--- config.mk ---
export PLATFORM = sky130hd
export DESIGN_NAME = rtc_spi_regs
export DESIGN_NICKNAME = d
export VERILOG_FILES = /design/src/rtl/rtc_spi_pkg.sv /design/src/rtl/rtc_spi_shifter.sv /design/src/rtl/rtc_regfile.sv /design/src/rtl/rtc_spi_regs.sv
export SDC_FILE = /design/constraint.sdc
export NUM_CORES = 1
export LEC_CHECK = 0
export ABC_AREA = 1
export ABC_CLOCK_PERIOD_IN_PS = 2400
export CORE_ASPECT_RATIO = 0.9
export CORE_MARGIN = 3
export CORE_UTILIZATION = 35
export DETAILED_ROUTE_END_ITERATION = 6
export PLACE_DENSITY = 0.54
export SYNTH_ARGS = -nofsm -noshare
export SYNTH_HDL_FRONTEND = slang
export SYNTH_HIERARCHICAL = 1
export SYNTH_SLANG_ARGS = --single-unit
--- constraint.sdc ---
create_clock -name clk -period 2.4 [get_ports clk]
set_input_delay 0.48 -clock clk [delete_from_list [all_inputs] [get_ports clk]]
set_output_delay 0.48 -clock clk [all_outputs]
set_load 0.05 [all_outputs]
--- src/rtl/rtc_spi_pkg.sv ---
package rtc_spi_pkg;
    typedef enum logic [1:0] {
        ST_IDLE  = 2'd0,
        ST_CMD   = 2'd1,
        ST_WRITE = 2'd2,
        ST_READ  = 2'd3
    } xfer_state_e;
endpackage

--- src/rtl/rtc_spi_shifter.sv ---
module rtc_spi_shifter #(
    parameter int DATA_W      = 8,
    parameter int SYNC_STAGES = 2
) (
    input  logic              clk,
    input  logic              rst_n,
    input  logic              spi_cs,
    input  logic              spi_sclk,
    input  logic              spi_mosi,
    input  logic [DATA_W-1:0] tx_byte,
    output logic              spi_miso,
    output logic              cs_act,
    output logic              byte_done,
    output logic [DATA_W-1:0] rx_byte
);
    localparam int CNT_W = $clog2(DATA_W);
    localparam logic [CNT_W-1:0] LAST_BIT = CNT_W'(DATA_W - 1);

    logic [SYNC_STAGES-1:0] cs_sync, sclk_sync, mosi_sync;
    logic sclk_prev, sclk_s, mosi_s, sclk_rise, sclk_fall;
    logic [CNT_W-1:0]  bit_cnt;
    logic [DATA_W-1:0] rx_sr, tx_sr;

    always_ff @(posedge clk) begin
        if (!rst_n) begin
            cs_sync   <= '0;
            sclk_sync <= '0;
            mosi_sync <= '0;
            sclk_prev <= 1'b0;
        end else begin
            cs_sync   <= {cs_sync[SYNC_STAGES-2:0], spi_cs};
            sclk_sync <= {sclk_sync[SYNC_STAGES-2:0], spi_sclk};
            mosi_sync <= {mosi_sync[SYNC_STAGES-2:0], spi_mosi};
            sclk_prev <= sclk_s;
        end
    end

    assign cs_act    = cs_sync[SYNC_STAGES-1];
    assign sclk_s    = sclk_sync[SYNC_STAGES-1];
    assign mosi_s    = mosi_sync[SYNC_STAGES-1];
    assign sclk_rise = cs_act & sclk_s & ~sclk_prev;
    assign sclk_fall = cs_act & ~sclk_s & sclk_prev;

    always_ff @(posedge clk) begin
        if (!rst_n) begin
            bit_cnt   <= '0;
            rx_sr     <= '0;
            tx_sr     <= '0;
            rx_byte   <= '0;
            byte_done <= 1'b0;
        end else begin
            byte_done <= 1'b0;
            if (!cs_act) begin
                bit_cnt <= '0;
                tx_sr   <= '0;
            end else begin
                if (sclk_fall) begin
                    rx_sr <= {rx_sr[DATA_W-2:0], mosi_s};
                    if (bit_cnt == LAST_BIT) begin
                        bit_cnt   <= '0;
                        byte_done <= 1'b1;
                        rx_byte   <= {rx_sr[DATA_W-2:0], mosi_s};
                    end else begin
                        bit_cnt <= bit_cnt + 1'b1;
                    end
                end
                if (sclk_rise) begin
                    tx_sr <= (bit_cnt == '0) ? tx_byte : {tx_sr[DATA_W-2:0], 1'b0};
                end
            end
        end
    end

    assign spi_miso = cs_act & tx_sr[DATA_W-1];


    miso_quiet_chk: assert property (@(posedge clk) disable iff (!rst_n)
        !cs_act |-> !spi_miso);

    bitcnt_clear_chk: assert property (@(posedge clk) disable iff (!rst_n)
        !cs_act |=> (bit_cnt == '0));
endmodule

--- src/rtl/rtc_regfile.sv ---
module rtc_regfile #(
    parameter int          ADDR_W    = 4,
    parameter int          DATA_W    = 8,
    parameter int          TIME_REGS = 7,
    parameter int          CTL2_ADDR = 15,
    parameter logic [7:0]  W0C_MASK  = 8'h50
) (
    input  logic                        clk,
    input  logic                        rst_n,
    input  logic                        wr_en,
    input  logic [ADDR_W-1:0]           wr_addr,
    input  logic [DATA_W-1:0]           wr_data,
    input  logic [DATA_W-1:0]           flag_set,
    input  logic                        snap_take,
    input  logic [TIME_REGS*DATA_W-1:0] time_live,
    input  logic [ADDR_W-1:0]           rd_addr,
    input  logic                        rd_use_snap,
    output logic [DATA_W-1:0]           rd_data,
    output logic                        ld_valid,
    output logic [ADDR_W-1:0]           ld_addr,
    output logic [DATA_W-1:0]           ld_data
);
    localparam int NUM_REGS = 1 << ADDR_W;
    localparam logic [DATA_W-1:0] FLAG_MASK = DATA_W'(W0C_MASK);

    logic [TIME_REGS*DATA_W-1:0] snap_q;
    wire  [DATA_W-1:0]           ctl_q [NUM_REGS];

    always_ff @(posedge clk) begin
        if (!rst_n)         snap_q <= '0;
        else if (snap_take) snap_q <= time_live;
    end

    for (genvar i = 0; i < NUM_REGS; i++) begin : g_reg
        if (i < TIME_REGS) begin : g_time
            assign ctl_q[i] = '0;
        end else if (i == CTL2_ADDR) begin : g_w0c
            logic [DATA_W-1:0] q;
            logic              hit;
            assign hit = wr_en && (wr_addr == ADDR_W'(i));
            always_ff @(posedge clk) begin
                if (!rst_n) q <= '0;
                else        q <= (hit ? ((wr_data & ~FLAG_MASK) | (q & wr_data & FLAG_MASK)) : q)
                                 | (flag_set & FLAG_MASK);
            end
            assign ctl_q[i] = q;

            w0c_hold_chk: assert property (@(posedge clk) disable iff (!rst_n)
                (hit && ((flag_set & FLAG_MASK) == '0)) |=>
                ((q & ~($past(q) & $past(wr_data)) & FLAG_MASK) == '0));
        end else begin : g_plain
            logic [DATA_W-1:0] q;
            always_ff @(posedge clk) begin
                if (!rst_n)                                q <= '0;
                else if (wr_en && wr_addr == ADDR_W'(i))   q <= wr_data;
            end
            assign ctl_q[i] = q;
        end
    end

    always_comb begin
        rd_data = ctl_q[rd_addr];
        for (int t = 0; t < TIME_REGS; t++) begin
            if (rd_addr == ADDR_W'(t)) begin
                rd_data = rd_use_snap ? snap_q[t*DATA_W +: DATA_W] : time_live[t*DATA_W +: DATA_W];
                if (t == 0) rd_data[DATA_W-1] = 1'b0;
            end
        end
    end

    assign ld_valid = wr_en && (wr_addr < ADDR_W'(TIME_REGS));
    assign ld_addr  = wr_addr;
    assign ld_data  = wr_data;


    sec_msb_chk: assert property (@(posedge clk) disable iff (!rst_n)
        (rd_addr == '0) |-> !rd_data[DATA_W-1]);
endmodule

--- src/rtl/rtc_spi_regs.sv ---
module rtc_spi_regs
    import rtc_spi_pkg::*;
#(
    parameter int         ADDR_W      = 4,
    parameter int         DATA_W      = 8,
    parameter int         TIME_REGS   = 7,
    parameter int         CTL2_ADDR   = 15,
    parameter logic [7:0] W0C_MASK    = 8'h50,
    parameter int         SYNC_STAGES = 2
) (
    input  logic                        clk,
    input  logic                        rst_n,
    input  logic                        spi_cs,
    input  logic                        spi_sclk,
    input  logic                        spi_mosi,
    output logic                        spi_miso,
    input  logic [TIME_REGS*DATA_W-1:0] time_live,
    input  logic [DATA_W-1:0]           flag_set,
    output logic                        ld_valid,
    output logic [ADDR_W-1:0]           ld_addr,
    output logic [DATA_W-1:0]           ld_data
);
    localparam int OP_LSB = DATA_W - ADDR_W - 2;

    xfer_state_e       state_q, state_d;
    logic              cs_act, byte_done;
    logic [DATA_W-1:0] rx_byte, tx_buf, rd_data;
    logic [ADDR_W-1:0] addr_q, rd_addr, cmd_addr;
    logic              burst_q, cmd_read, cmd_single, snap_take, rd_use_snap;
    logic              wr_en_q;
    logic [ADDR_W-1:0] wr_addr_q;
    logic [DATA_W-1:0] wr_data_q;

    assign cmd_addr   = rx_byte[DATA_W-1 -: ADDR_W];
    assign cmd_read   = rx_byte[OP_LSB];
    assign cmd_single = rx_byte[OP_LSB+1];

    rtc_spi_shifter #(.DATA_W(DATA_W), .SYNC_STAGES(SYNC_STAGES)) u_shift (
        .clk(clk), .rst_n(rst_n), .spi_cs(spi_cs), .spi_sclk(spi_sclk),
        .spi_mosi(spi_mosi), .tx_byte(tx_buf), .spi_miso(spi_miso),
        .cs_act(cs_act), .byte_done(byte_done), .rx_byte(rx_byte)
    );

    assign rd_addr     = (state_q == ST_CMD) ? cmd_addr : addr_q + ADDR_W'(1);
    assign rd_use_snap = (state_q == ST_READ) && burst_q;
    assign snap_take   = (state_q == ST_CMD) && byte_done && cmd_read && !cmd_single;

    rtc_regfile #(.ADDR_W(ADDR_W), .DATA_W(DATA_W), .TIME_REGS(TIME_REGS),
                  .CTL2_ADDR(CTL2_ADDR), .W0C_MASK(W0C_MASK)) u_regs (
        .clk(clk), .rst_n(rst_n), .wr_en(wr_en_q), .wr_addr(wr_addr_q),
        .wr_data(wr_data_q), .flag_set(flag_set), .snap_take(snap_take),
        .time_live(time_live), .rd_addr(rd_addr), .rd_use_snap(rd_use_snap),
        .rd_data(rd_data), .ld_valid(ld_valid), .ld_addr(ld_addr), .ld_data(ld_data)
    );

    // next state
    always_comb begin
        state_d = state_q;
        unique case (state_q)
            ST_IDLE:  if (cs_act) state_d = ST_CMD;
            ST_CMD:   if (byte_done) state_d = cmd_read ? ST_READ : ST_WRITE;
            ST_WRITE: if (byte_done && !burst_q) state_d = ST_CMD;
            ST_READ:  if (byte_done && !burst_q) state_d = ST_CMD;
        endcase
        if (!cs_act) state_d = ST_IDLE;
    end

    always_ff @(posedge clk) begin
        if (!rst_n) state_q <= ST_IDLE;
        else        state_q <= state_d;
    end

    // datapath and outputs
    always_ff @(posedge clk) begin
        if (!rst_n) begin
            addr_q    <= '0;
            burst_q   <= 1'b0;
            tx_buf    <= '0;
            wr_en_q   <= 1'b0;
            wr_addr_q <= '0;
            wr_data_q <= '0;
        end else begin
            wr_en_q <= 1'b0;
            if (!cs_act) begin
                addr_q  <= '0;
                burst_q <= 1'b0;
                tx_buf  <= '0;
            end else if (byte_done) begin
                unique case (state_q)
                    ST_CMD: begin
                        addr_q  <= cmd_addr;
                        burst_q <= !cmd_single;
                        tx_buf  <= cmd_read ? rd_data : '0;
                    end
                    ST_WRITE: begin
                        wr_en_q   <= 1'b1;
                        wr_addr_q <= addr_q;
                        wr_data_q <= rx_byte;
                        tx_buf    <= '0;
                        if (burst_q) addr_q <= addr_q + 1'b1;
                    end
                    ST_READ: begin
                        if (burst_q) begin
                            addr_q <= addr_q + 1'b1;
                            tx_buf <= rd_data;
                        end else begin
                            tx_buf <= '0;
                        end
                    end
                    ST_IDLE: ;
                endcase
            end
        end
    end


    idle_on_deselect_chk: assert property (@(posedge clk) disable iff (!rst_n)
        !cs_act |=> (state_q == ST_IDLE));

    load_from_write_chk: assert property (@(posedge clk) disable iff (!rst_n)
        ld_valid |-> $past(state_q == ST_WRITE));
endmodule

### Yosys cells after proc, flatten, opt, wreduce, memory -nomap -nowiden

Index checks and enable logic that the tools add are counted.

| word-level totals | value |
|---|---|
| input bits | 69 |
| bits in registers | 190 |

| operators by class | value |
|---|---|
| add/subtract/negate cells | 2 |
| eq/ne operators | 22 |
| muxes and demuxes | 32 |
| bitwise gates (word level) | 11 |
| reduce and logical (&&, ||, !) cells | 33 |
| $lt $le $gt $ge | 2 |

Operators by type and width:

| operator | number |
|---|---|
| 8-bit two-way mux | 19 |
| 8-bit binary-select mux with 4-bit select | 1 |
| 4-bit == test, second input constant | 8 |
| 8-bit case mux with 3 select lines | 1 |
| 4-bit by 3-bit == test with 1-bit output, second input constant | 4 |
| 8-bit by 7-bit bitwise OR with 8-bit output | 2 |
| 1-bit logical AND | 15 |
| 3-bit AND reduction | 5 |
| 2-bit AND reduction | 5 |
| 4-bit by 2-bit == test with 1-bit output, second input constant | 2 |
| 4-bit two-way mux | 2 |
| 4-bit case mux with 2 select lines | 1 |
| 7-bit AND | 1 |
| 7-bit two-way mux | 1 |
| 2-bit by 1-bit inequality test with 1-bit output, second input constant | 3 |
| 2-bit case mux with 3 select lines | 1 |
| 1-bit AND | 5 |
| 5-bit greater-or-equal comparator, second input constant | 1 |
| 4-bit inverter with 5-bit output | 1 |
| 4-bit by 1-bit adder with 4-bit output, second input constant | 1 |
| 2-bit == test, second input constant | 2 |
| 4-bit by 1-bit == test with 1-bit output, second input constant | 1 |
| 4-bit logical NOT | 1 |
| 4-bit by 3-bit less-than comparator with 1-bit output, second input constant | 1 |
| 13 further kinds | 18 |

### Depth between registers and ports, before layout

| depth | value |
|---|---|
| depth after elaboration | 15 |
| gate-level depth with buffers | 21 |
| mapped depth without buffers | 20 |

### Hierarchy

Netlist, hierarchy kept.

Modules (own cells, without submodules):

| module | area an instance (um^2) | times used | cells each |
|---|---|---|---|
| rtc_regfile | 6352.3 | 1 | 995 |
| rtc_spi_shifter | 1477.7 | 1 | 216 |
| rtc_spi_regs | 1307.5 | 1 | 192 |

### Worst setup path after synthesis

OpenSTA, ideal clock, no wires.

| timing | value |
|---|---|
| kind | reg-to-reg |
| start point | register state_q[1] |
| end point | register tx_buf[3] |
| stages on the path, launching flop included | 15 |
| period minus slack after synthesis | 2.358 ns |
| setup slack | 0.042 ns |
| arrival | 2.243 ns |
| cell sequence | dfxtp_1 -> inv_2 -> nand2_2 -> inv_1 -> o21ai_0 -> nand2_1 -> nor2_4 -> buf_2 -> o21ai_0 -> nand2_1 -> nand4_1 -> nand3_1 -> o21ai_0 -> nor2_1 -> nor2_1 |

| on the way | value |
|---|---|
| word-level cells in the longest chain between the ends | 15 |
| elaborated cells on any way between the ends | 35 |
| those cells by class | 9 x eq/ne; 21 x mux; 1 x bitwise; 4 x reduce/logical |

RTL lines:

| element | line | text |
|---|---|---|
| from (decl) | rtc_spi_regs.sv:25 | `xfer_state_e state_q, state_d;` |
| from (signal assigned) | rtc_spi_regs.sv:70 | `else state_q <= state_d;` |
| 2-bit by 1-bit == test with 1-bit output (*) | rtc_spi_regs.sv:44 | `assign rd_addr = (state_q == ST_CMD) ? cmd_addr : addr_q + ADDR_W'(1);` |
| 4-bit two-way mux (*) | rtc_spi_regs.sv:44 |  |
| via rd_addr[0] | rtc_spi_regs.sv:28 | `logic [ADDR_W-1:0] addr_q, rd_addr, cmd_addr;` |
| 4-bit inverter with 5-bit output (implied by the code) | rtc_regfile.sv:62 | `rd_data = ctl_q[rd_addr];` |
| 8-bit binary-select mux with 4-bit select | rtc_regfile.sv:62 |  |
| 8-bit two-way mux (implied by the code) (2 in series) | rtc_regfile.sv:62 |  |
| 8-bit two-way mux (6 in series) | rtc_regfile.sv:64 | `if (rd_addr == ADDR_W'(t)) begin` |
| 8-bit two-way mux (*) | rtc_regfile.sv:64 |  |
| via rd_data[3] | rtc_spi_regs.sv:27 | `logic [DATA_W-1:0] rx_byte, tx_buf, rd_data;` |
| 8-bit two-way mux (on tied branches) | rtc_spi_regs.sv:103, rtc_spi_regs.sv:93 |  |
| 8-bit case mux with 3 select lines (*) | rtc_spi_regs.sv:89 | `unique case (state_q)` |
| to (signal assigned) | rtc_spi_regs.sv:93 | `tx_buf <= cmd_read ? rd_data : '0;` |
| to (signal assigned) | rtc_spi_regs.sv:105 | `tx_buf <= rd_data;` |
| to (decl) | rtc_spi_regs.sv:27 |  |

The timed path passes the listed nets; every way through them passes the cells marked *. The select of a mux whose other input is x is not followed.
A chain may end at the register's enable or synchronous reset.

### Final worst setup path

Ends and elaborated chain as after synthesis.

==> flow_summary.toml <==
[status]
status = "finished, violations left"
failed_checks = "setup timing"

[die]
die_w_um = 176
die_y_um = 159
core_area_mm2 = 0.0254
row_count = 55
io_pins = 83
initial_core_util_pct = 36.0
die-area_mm2 = 0.0281

[pwr]
intPower_mw = 5.06
power_frac_seq_pct = 48.5
switchingPower_mw = 1.43
power_mw = 6.49
p_per_area_mw_per_mm2 = 562
switching_share_pct = 22.0
peakVddDrop_v = 0.000394
pwr-share-comb_pct = 4.9
clkPwrFrac_pct = 46.6
p_leak_nw = 5.18

[finish]
register_area_mm2 = 0.00379
num_antenna_cells = 0
nNetsFinal = 1574
layout.cells.non_filler = 1853
multi_input_area_mm2 = 0.00479
n_fill_cell = 2654
area_delta_synth_final_pct = 26.5
final_cell_mix = "362 x nor2_1, 274 x nand2_1, 186 x dfxtp_1"
drive_gt1_share_pct = 14.8
final_common_cell = "nor2_1"
utilization_pct = 45.5

[clocking]
clock-root-buffer = "clkbuf_16"
clock-sinks = 189
worstSkewPairLatency_ps = 440
cts_tree = "yes"
htree_levels = 4
clockBufferDepth = 2
cts_buffers = 17
ctsHoldBuffers = 0
clk_pin_slew_ps = 70

[critical_path]
reg2reg_depth = 20
critPathBufInv = 4
path_cells = "inv_2, nand2_4, inv_4, o21ai_4, inv_4, clkbuf_16, nand2_1, nand2_1, nand2_1, nand3_1, nand3_2, nand2_1, nand2_2, nand3_2, nand2_2, nand4_1, nand3_1, o21ai_0, nor2_1, nor2_1"
cp-startpoint = "state_q[1]"
r2r_start = "state_q[1]"
critPathCaptureType = "flip-flop"
crit_path_start_kind = "flip-flop"
regToRegSetupSlack_ps = -4
cp_common_cell = "nand2_1"
required_ps = 2730
arrival_ps = 2740
cp_slowest_cell = "dfxtp_2"
cp_top_family = "simple AND/OR/NAND/NOR gates"
cp_max_fo = 9
worstSetupPathType = "reg -> reg"
r2r_end = "tx_buf[3]"
max_stage_delay_ps = 340

[timing]
finClkSkew_ps = 12.4
rsz0062_at_grt = "yes"
slew_violations = 0
setup_viol_count_final = 2
max_freq_mhz = 416
hold_viol_final = 0
fin_ws_ps = -4.38
tightestPinTransition_ps = 1060
post-route-period-util_pct = 100
slew_headroom_pct = 29.6
fin_crit_ps = 2400
setup_tns_ps = -8.36

[route]
drtIter0Drc = 750
antenna_left = 0
wirelength_mm = 27.0
drc = 0
vias = 8907
drtPass1Iterations = 5
viasPerCell = 4.81
wl_per_cell_um = 14.6

[global_route]
antenna_found_initial = 0
grt_pass1_vias = 8181
grt_max_degree = 103
grt_usage_pct = 19.0
grt_pass1_wl_mm = 43.3
grt_overflow = 0

[yosys]
netlist_area_mm2 = 0.00914
synth.yosys.warnings = 6
ys_seq_elements = 189
syn_inst = 1403
synth_fp_nets = 1477
syn_avg_cell_area_um2 = 6.51
synth_top_area_share_pct = 41.4
yosysTopAreaCell = "dfxtp_1"
yosys-top-cells-area = "dfxtp_1 41%, nor2_1 15%, nand2_1 12%"
seq_area_frac_synth_pct = 41.4
synthDistinctLibCells = 33

[place]
dp_slack_ps = -173
dp_cells = 1812
port_buffers = 75
hpwl_mm = 17.8
routabilityCongestion = 0.828

[worst_hold_path]
min_path_type = "in -> reg"
hold_depth = 3
holdPathEnd = "u_shift/cs_sync[1]"
worstHoldStart = "rst_n"

[run]
cap_violations = 0
-- what timing repair did --
action,CTS,global route
pin swaps,7,48
endpoints found under the setup margin,9,8
gates cloned,0,3
hold endpoints to repair,0,0
gates resized for setup,27,61
setup buffers,6,2
-- cell type report --
| cell class | count | share of cell area, % |
|---|---|---|
| clock inverter | 11 | 1.45 |
| inverter | 99 | 3.32 |
| clock buffer | 19 | 3.83 |
| sequential | 189 | 32.8 |
| tap | 342 | 3.70 |
| timing repair buffer | 161 | 13.5 |
| multi-input combinational | 1032 | 41.4 |
-- power by group through the flow --
stage               clock [mW]  sequential [mW]  combinational, mW
finish                    3.02             3.15              0.318
global placement             0             3.22              0.296
global route              3.20             3.15              0.349
CTS                       3.10             3.15              0.304
detailed placement           0             3.22              0.296
floorplan                    0             3.22              0.122
-- cells in the mapped netlist --
master    number
nor2_1       364
nand2_1      302
dfxtp_1      189
o21ai_0      178
inv_1         82
nand3_1       68
a21oi_1       34
clkbuf_1      29
buf_2         20
o211ai_1      16
or2_2         16
buf_4         15
buf_1         12
o21ai_1       12
inv_2         10
nand4_1       10
buf_6          6
clkinv_1       6
nor2_4         6
ha_1           5
a31oi_1        4
nand2_2        3
nor2_2         3
nand3_2        2
nand4_2        2
nor4_1         2
a21oi_4        1
clkbuf_2       1
inv_4          1
nor3_1         1
nor3_2         1
o21ai_2        1
or2_1          1
-- flip-flops by register name, summed over array words and instances (netlist names), 2 cells and up --
signal,count
u_shift/bit_cnt,3
wr_data_q,8
wr_addr_q,4
tx_buf,8
u_regs/snap_q,55
u_shift/mosi_sync,2
u_regs/g.g_w0c.q,8
state_q,2
u_regs/g.g_plain.q,64
u_shift/rx_sr,7
addr_q,4
u_shift/rx_byte,8
u_shift/tx_sr,8
u_shift/cs_sync,2
u_shift/sclk_sync,2
-- stage by stage --
stage | hold slack (ps) | area [µm²]
floorplan | 390 | 9140
global placement | 394 | 10500
detailed placement | 401 | 10500
CTS | 297 | 11300
global route | 316 | 11600
finish | 309 | 11600
-- tightest hold or removal path, stage by stage --
cell     delay (ps)
buf_4           140
nand2_1          60
inv_1            40
-- logic make-up (layout without fill, tap and decap cells) --
family,Yosys count,count (layout),synth area share (%)
and+or+nand+nor,781,781,34.9
adders and majority gates,5,5,0.685
DFF,189,189,41.4
AOI/OAI and AO/OA,246,246,14.1
buffers and inverters,182,290,8.90
-- worst max path at each step --
| stage | slack (ps) | endpoint | cells after the start |
|---|---|---|---|
| 2_1_floorplan | 40 | tx_buf[3] | 14 |
| 3_3_place_gp | -150 | tx_buf[5] | 18 |
| 3_5_place_dp | -170 | tx_buf[3] | 16 |
| 4_1_cts | -60 | tx_buf[5] | 18 |
| 5_1_grt | -150 | tx_buf[2] | 18 |
| 6_report | -4 | tx_buf[3] | 20 |
-- metal layers --
layer	share of wire (%)	global-route usage, %	vias to the layer above
met5	0	0	-
met4	1.1	4.17	0
met3	3.8	3.08	21
met2	45	29.2	131
met1	50	27.8	4127
li1	-	-	4628
Power figures use the tool's default switching activity.
